## src/rtl/refdiv_pkg.sv

```systemverilog
package refdiv_pkg;
    localparam int EN_BIT     = 0;
    localparam int RSTREQ_BIT = 1;
    localparam int LOAD_BIT   = 2;
    localparam int FACTOR_LSB = 4;
    localparam int LOCK_MAIN  = 31;
    localparam int LOCK_ALT   = 27;

    typedef enum logic [1:0] {
        LK_LOCKED    = 2'd0,
        LK_WAIT_EDGE = 2'd1,
        LK_SETTLE    = 2'd2
    } lock_state_e;
endpackage

```

## src/rtl/refdiv_regs.sv

```systemverilog
module refdiv_regs #(
    parameter int FACTOR_W   = 8,
    parameter int RST_CYCLES = 250
) (
    input  logic                clk,
    input  logic                rst_n,
    input  logic                wr_hit,
    input  logic                wr_en_bit,
    input  logic                wr_rst_bit,
    input  logic                wr_load_bit,
    input  logic [FACTOR_W-1:0] wr_factor,
    input  logic                settle_done,
    output logic                en_o,
    output logic [FACTOR_W-1:0] factor_o,
    output logic                load_o,
    output logic                rst_req_o
);
    localparam int RCNT_W = $clog2(RST_CYCLES + 1);

    logic [RCNT_W-1:0] rcnt_q;

    always_ff @(posedge clk or negedge rst_n) begin
        if (!rst_n) begin
            en_o      <= 1'b0;
            factor_o  <= '0;
            load_o    <= 1'b0;
            rst_req_o <= 1'b0;
            rcnt_q    <= '0;
        end else begin
            if (wr_hit) begin
                en_o     <= wr_en_bit;
                factor_o <= wr_factor;
            end
            if (wr_hit && wr_load_bit)
                load_o <= 1'b1;
            else if (settle_done)
                load_o <= 1'b0;
            if (wr_hit && wr_rst_bit) begin
                rst_req_o <= 1'b1;
                rcnt_q    <= RCNT_W'(RST_CYCLES - 1);
            end else if (rst_req_o) begin
                if (rcnt_q == '0)
                    rst_req_o <= 1'b0;
                else
                    rcnt_q <= rcnt_q - 1'b1;
            end
        end
    end

    AST_RST_FROM_WRITE: assert property (@(posedge clk) disable iff (!rst_n)
        $rose(rst_req_o) |-> $past(wr_hit && wr_rst_bit));
endmodule

```

## src/rtl/refdiv_lockfsm.sv

```systemverilog
module refdiv_lockfsm
    import refdiv_pkg::*;
(
    input  logic clk,
    input  logic rst_n,
    input  logic load_wr,
    input  logic bnd,
    output logic apply_o,
    output logic done_o,
    output logic lock_o
);
    lock_state_e state_q, state_d;
    logic        second_q;

    always_comb begin
        state_d = state_q;
        unique case (state_q)
            LK_LOCKED:    if (load_wr) state_d = LK_WAIT_EDGE;
            LK_WAIT_EDGE: if (!load_wr && bnd) state_d = LK_SETTLE;
            LK_SETTLE: begin
                if (load_wr)              state_d = LK_WAIT_EDGE;
                else if (bnd && second_q) state_d = LK_LOCKED;
            end
            default:                  state_d = LK_LOCKED;
        endcase
    end

    always_ff @(posedge clk or negedge rst_n) begin
        if (!rst_n) begin
            state_q  <= LK_LOCKED;
            second_q <= 1'b0;
        end else begin
            state_q <= state_d;
            if (state_q != LK_SETTLE || load_wr)
                second_q <= 1'b0;
            else if (bnd)
                second_q <= 1'b1;
        end
    end

    always_comb begin
        apply_o = (state_q == LK_WAIT_EDGE);
        lock_o  = (state_q == LK_LOCKED);
        done_o  = (state_q == LK_SETTLE) && bnd && second_q && !load_wr;
    end

    AST_LOCK_DROP: assert property (@(posedge clk) disable iff (!rst_n)
        load_wr |=> !lock_o);
endmodule

```

## src/rtl/refdiv_core.sv

```systemverilog
module refdiv_core #(
    parameter int FACTOR_W = 8
) (
    input  logic                clk,
    input  logic                rst_n,
    input  logic                apply,
    input  logic [FACTOR_W-1:0] new_factor,
    input  logic                en,
    output logic                bnd_o,
    output logic                div_clk_o
);
    logic [FACTOR_W-1:0] act_q, cnt_q, eff, nxt_act, nxt_eff, nxt_cnt;
    logic [FACTOR_W:0]   hi_len;
    logic                out_q, en_q, byp;

    always_comb begin
        eff     = (act_q == '0) ? FACTOR_W'(1) : act_q;
        bnd_o   = (cnt_q == eff - FACTOR_W'(1));
        nxt_act = (bnd_o && apply) ? new_factor : act_q;
        nxt_eff = (nxt_act == '0) ? FACTOR_W'(1) : nxt_act;
        nxt_cnt = bnd_o ? '0 : cnt_q + FACTOR_W'(1);
        hi_len  = ({1'b0, nxt_eff} + 1'b1) >> 1;
        byp     = (act_q <= FACTOR_W'(1));
    end

    always_ff @(posedge clk or negedge rst_n) begin
        if (!rst_n) begin
            act_q <= '0;
            cnt_q <= '0;
            out_q <= 1'b0;
            en_q  <= 1'b0;
        end else begin
            act_q <= nxt_act;
            cnt_q <= nxt_cnt;
            out_q <= ({1'b0, nxt_cnt} < hi_len);
            if (bnd_o)
                en_q <= en;
        end
    end

    assign div_clk_o = en_q & (byp ? clk : out_q);

    AST_RATIO_AT_BOUNDARY: assert property (@(posedge clk) disable iff (!rst_n)
        !bnd_o |=> $stable(act_q));
    AST_GATE_AT_BOUNDARY: assert property (@(posedge clk) disable iff (!rst_n)
        !bnd_o |=> $stable(en_q));
endmodule

```

## src/rtl/refdiv_unit.sv

```systemverilog
module refdiv_unit
    import refdiv_pkg::*;
#(
    parameter int FACTOR_W   = 8,
    parameter int ADDR_W     = 4,
    parameter int RST_CYCLES = 250,
    parameter bit LOCK_AT_27 = 1'b0
) (
    input  logic              clk,
    input  logic              rst_n,
    input  logic [ADDR_W-1:0] reg_addr,
    input  logic [31:0]       reg_wdata,
    input  logic              reg_we,
    output logic [31:0]       reg_rdata,
    output logic              div_clk_o,
    output logic              domain_rst_o
);
    localparam int LOCK_POS = LOCK_AT_27 ? LOCK_ALT : LOCK_MAIN;

    logic                addr_hit, wr_hit, load_wr;
    logic                en, load, rst_req, settle_done, apply, lock, bnd;
    logic [FACTOR_W-1:0] factor;
    logic                wdata_unused;

    assign addr_hit     = (reg_addr == '0);
    assign wr_hit       = reg_we && addr_hit;
    assign load_wr      = wr_hit && reg_wdata[LOAD_BIT];
    assign wdata_unused = ^{reg_wdata[3], reg_wdata[31:FACTOR_LSB+FACTOR_W]};

    refdiv_regs #(.FACTOR_W(FACTOR_W), .RST_CYCLES(RST_CYCLES)) u_regs (
        .clk        (clk),
        .rst_n      (rst_n),
        .wr_hit     (wr_hit),
        .wr_en_bit  (reg_wdata[EN_BIT]),
        .wr_rst_bit (reg_wdata[RSTREQ_BIT]),
        .wr_load_bit(reg_wdata[LOAD_BIT]),
        .wr_factor  (reg_wdata[FACTOR_LSB +: FACTOR_W]),
        .settle_done(settle_done),
        .en_o       (en),
        .factor_o   (factor),
        .load_o     (load),
        .rst_req_o  (rst_req)
    );

    refdiv_lockfsm u_fsm (
        .clk    (clk),
        .rst_n  (rst_n),
        .load_wr(load_wr),
        .bnd    (bnd),
        .apply_o(apply),
        .done_o (settle_done),
        .lock_o (lock)
    );

    refdiv_core #(.FACTOR_W(FACTOR_W)) u_core (
        .clk       (clk),
        .rst_n     (rst_n),
        .apply     (apply),
        .new_factor(factor),
        .en        (en),
        .bnd_o     (bnd),
        .div_clk_o (div_clk_o)
    );

    assign domain_rst_o = rst_req;

    always_comb begin
        reg_rdata = '0;
        if (addr_hit) begin
            reg_rdata[EN_BIT]                   = en;
            reg_rdata[RSTREQ_BIT]               = rst_req;
            reg_rdata[LOAD_BIT]                 = load;
            reg_rdata[FACTOR_LSB +: FACTOR_W]   = factor;
            reg_rdata[LOCK_POS]                 = lock;
        end
    end

    AST_LOAD_HELD: assert property (@(posedge clk) disable iff (!rst_n)
        !lock |-> load);
    AST_LOCK_CLEARS_LOAD: assert property (@(posedge clk) disable iff (!rst_n)
        $rose(lock) |-> !load);
endmodule

```

## config.mk

```make
export PLATFORM = sky130hd
export DESIGN_NAME = refdiv_unit
export DESIGN_NICKNAME = d
export VERILOG_FILES = /design/src/rtl/refdiv_pkg.sv /design/src/rtl/refdiv_regs.sv /design/src/rtl/refdiv_lockfsm.sv /design/src/rtl/refdiv_core.sv /design/src/rtl/refdiv_unit.sv
export SDC_FILE = /design/constraint.sdc
export NUM_CORES = 1
export LEC_CHECK = 0
export BUFFER_PORTS_ARGS = -buffer_cell sky130_fd_sc_hd__buf_2
export CORE_MARGIN = 2
export CORE_UTILIZATION = 25
export CTS_CLUSTER_DIAMETER = 200
export CTS_CLUSTER_SIZE = 14
export DETAILED_ROUTE_END_ITERATION = 8
export HOLD_SLACK_MARGIN = 0.05
export PLACE_DENSITY_LB_ADDON = 0.08
export SLEW_MARGIN = 10
export SYNTH_ARGS = -nofsm -noshare
export SYNTH_HDL_FRONTEND = slang
export SYNTH_SLANG_ARGS = --single-unit
```

## constraint.sdc

```tcl
create_clock -name clk -period 4.15 [get_ports clk]
set_clock_uncertainty 0.1 [all_clocks]
set_input_delay 0 -clock clk [delete_from_list [all_inputs] [get_ports clk]]
set_output_delay 0 -clock clk [all_outputs]
set_load 0.02 [all_outputs]
```

# After elaboration in Yosys (flattened, before gate mapping)
# Index checks and enable logic that the tools add are counted.
# W data, S select, Z words.
# totals
reg_bits,40
inputBits,39
out_inout_bits,34
# classes
add_sub_neg,4
order_cmp,2
eq_ne,8
muxes,23
bitwise,1
reduce_logical,21
# op_table
cell,n
$mux W8,8
$logic_not A8 Y1,3
$sub A8 B1 Y8 const B,2
$add A8 B1 Y9 const B,1
$logic_and A1 B1 Y1,9
$mux W1,9
$add A8 B1 Y8 const B,1
$eq A8 B8 Y1,1
$le A8 B1 Y1 const B,1
$lt A8 B8 Y1,1
$mux W2,4
$pmux W2 S3,1
$reduce_bool A2 Y1,3
$logic_not A4 Y1,1
$ne A2 B1 Y1 const B,2
$ne A2 B2 Y1 const B,2
$mux W3,1
$ne A3 B1 Y1 const B,1
$reduce_and A3 Y1,1
$eq A2 B1 Y1 const B,1
$eq A2 B2 Y1 const B,1
$logic_not A2 Y1,1
$reduce_and A2 Y1,1
$and A1 B1 Y1,1
2 further kinds,2

# Logic depth before layout (Yosys ltp)
# depth
word_depth,10
mapped_depth,17
depth_no_buf,15

# Hierarchy
# A second synthesis with hierarchy kept.
# unflattened
cells_unflattened,284
area_unflattened_um2,2791.4
# by_module_without_submodules
mod,n_inst,cells_each,area_each_um2,seq_area_each_um2
refdiv_core,1,160,1505.2,450.4
refdiv_regs,1,72,858.3,475.5
refdiv_unit,1,37,274.0,0.0
refdiv_lockfsm,1,15,153.9,75.1

==> metrics.yaml <==
maxSlewViolCount: 0
slowest_stage: "dfrtp_1"
post-route-min-period_ps: 3813
path_class: "register to register"
wire_per_inst_um: 13.52
finalHoldViolCount: 0
n_antenna_cell: 0
endpoint: "u_core.out_q"
total_power_w: 0.002295
fmax_mhz: 262.3
async_reset_ff_share_pct: 100.0
power_density_mw_per_mm2: 643.7
cap_violations: 0
holdWs_ps: 178.9
synth_area_sq_mm: 0.002816
row_count: 38
ys_ff_latch: 40
grt_antenna_before_repair: 0
drive_gt1_share_pct: 28.16
coreArea_sq_mm: 0.01094
globalRouteTotalUtil_pct: 12.09
grt_start_max_net_pins: 41
path_cells: "nor4_4 -> a21oi_2 -> ha_1 -> or3_1 -> a31oi_2 -> nand3_2 -> nor3_4 -> buf_12 -> mux2_2 -> ha_1 -> nand4_1 -> a21oi_2 -> nand2_1 -> a311oi_1 -> a21boi_0"
grt_pass1_vias: 2176
synth_sequential_area_ratio_pct: 35.54
period_share_pct: 91.87
area_growth_pct: 26.61
r2r-start: "u_core.act_q[3]"
syn_area_per_cell_sq_um: 9.987
status: "finished clean"
rsz0062_at_grt: "no"
initial_core_util_pct: 25.76
synth_edf_count: 0
antenna_left: 0
fp.dieH_um: 110.1
clk_pin_slew_ps: 60
critPathLaunchType: "register"
grt_pass1_wl_um: 10900
ios: 73
vdd_ir_drop_max_mv: 0.1878
crit_start: "u_core.act_q[3]"
cts_tree: "built"
reg2reg_to: "u_core.out_q"
place_ws_ps: 102.6
synth.distinct_cells: 57
synth_warnings: 0
drt-total-wl_um: 6596
netlist_instances: 282
grt_overflow: 0
worst_slew_pin_slew_ps: 946.8
crit_arrival_ps: 3980
dpl.hpwl_um: 5027
drc: 0
tns_ps: 0
path_max_fanout: 7
crit_path_end_kind: "register"
io_buffers: 31
finalSetupViolCount: 0
fp.dieW_um: 110.1
relSlewSlack_pct: 36.88
setup_slack_ps: 337.2
cp.required_ps: 4320
dieArea_sq_mm: 0.01213
ys.flop_type: "dfrtp_1"
r2r_slack_ps: 340
clock_latency_ps: 390
slowest_delay_ps: 400
drt-initial-drc-count: 84
p_leak_nw: 1.620
fill_cells: 1139
reg2regPathDepth: 15
num_vias: 2157
gp_congestion: 0.7421
hold_class: "input port to asynchronous set/reset pin"
dr.pass1.iters: 4
nets: 397
utilization_pct: 32.61
vias_per_cell: 4.420
metrics by stage:
stage | cell area, sq um | cells
after floorplan | 2888 | 301
final | 3566 | 488
after global placement | 3172 | 463
after global routing | 3566 | 488
after CTS | 3537 | 488
after detailed placement | 3172 | 463
report_power, final:
group / internal (W) / leakage [nW] / switching, W
Clock: 0.000374 / 0.120 / 0.000192
Combinational: 0.000537 / 1.00 / 0.000543
Sequential: 0.000511 / 0.495 / 0.000137
cell families after synthesis:
| group | count (synthesis) | synth area share (%) |
|---|---|---|
| buffers and inverters | 40 | 9.106 |
| AOI/OAI and AO/OA | 29 | 8.619 |
| other | 1 | 0.1331 |
| xor gates and xnor gates | 32 | 9.951 |
| adders and majority gates | 11 | 4.887 |
| muxes | 27 | 10.84 |
| DFF | 40 | 35.54 |
| and+or+nand+nor | 102 | 20.92 |
synth_stat cells (all sizes together) (3+ instances only):
master / number / area (sq um)
dfrtp: 40 / 1001
buf: 27 / 206.4
nand2: 22 / 82.58
mux2: 19 / 225.2
xnor2: 19 / 166.4
nand3: 14 / 75.07
nor2: 14 / 62.56
and2: 13 / 81.33
xor2: 13 / 113.9
ha: 11 / 137.6
inv: 11 / 41.29
mux2i: 8 / 80.08
and3: 7 / 43.79
nor3: 7 / 46.30
a21oi: 5 / 25.02
a31oi: 5 / 31.28
nor2b: 5 / 31.28
nor3b: 4 / 35.03
nor4: 3 / 25.02
o21ai: 3 / 15.01
or3: 3 / 23.77
or4: 3 / 26.27
placed cells by master, fill, tap and decap left out, drive strengths merged, types with 5 or more instances in the layout:
cell type,instances
dlygate4sd3,14
and3,7
conb,20
nor3,7
mux2,19
and2,13
nand2,22
nor2,14
clkbuf,10
inv,11
a21oi,5
xor2,13
mux2i,8
ha,11
xnor2,19
nor2b,5
a31oi,5
nand3,14
dfrtp,40
buf,51
how the worst min path moves through the flow:
| stage | startpoint | end | slack [ps] | depth (start not counted) |
|---|---|---|---|---|
| after CTS | reg_addr[2] | u_regs.rcnt_q[7] | 220 | 5 |
| after global routing | reg_wdata[0] | u_regs.en_o | 260 | 3 |
| final | rst_n | u_regs.rcnt_q[0] | 180 | 2 |
| after detailed placement | rst_n | u_regs.rcnt_q[2] | 120 | 1 |
| after floorplan | rst_n | u_core.act_q[0] | -400 | 0 |
| after global placement | rst_n | u_regs.rcnt_q[2] | 120 | 1 |
what timing repair did:
action,CTS,global route
hold buffers,14,0
buffers inserted,0,0
resized for setup,0,6
endpoints found under the hold margin,60,0
endpoints found under the setup margin,0,1
metal layers:
metal  global-route usage (%)  share of wire [%]  vias to the layer above
met5                        0                  0                        -
met4                    5.804                1.9                        0
met3                    3.057                3.2                       12
met2                    19.28                 48                       45
met1                    15.23                 46                     1026
li1                         -                  -                     1074
sequential cells by signal, summed over array words and instances (netlist names):
register / flops
u_core.out_q: 1
u_regs.rst_req_o: 1
u_regs.factor_o: 8
u_core.act_q: 8
u_core.cnt_q: 8
u_regs.load_o: 1
u_core.en_q: 1
u_fsm.state_q: 2
u_fsm.second_q: 1
u_regs.rcnt_q: 8
u_regs.en_o: 1
layout make-up:
cell class | count | area, sq um | share of cell area [%]
multi-input combinational | 221 | 1665 | 46.70
sequential | 40 | 1001 | 28.07
timing repair buffer | 64 | 452.9 | 12.70
clock buffer | 11 | 222.7 | 6.246
inverter | 11 | 41.29 | 1.158
tap | 140 | 175.2 | 4.912
clock inverter | 1 | 7.507 | 0.2105
worst max-delay path: cells and delay by family (launching register included):
| kind | cells | cell delay, ps |
|---|---|---|
| buf+inv | 1 | 150 |
| simple gates | 6 | 1290 |
| compound gates | 5 | 860 |
| flops | 1 | 400 |
| mux | 1 | 340 |
| fa+ha+maj | 2 | 540 |
Power figures use the tool's default switching activity.
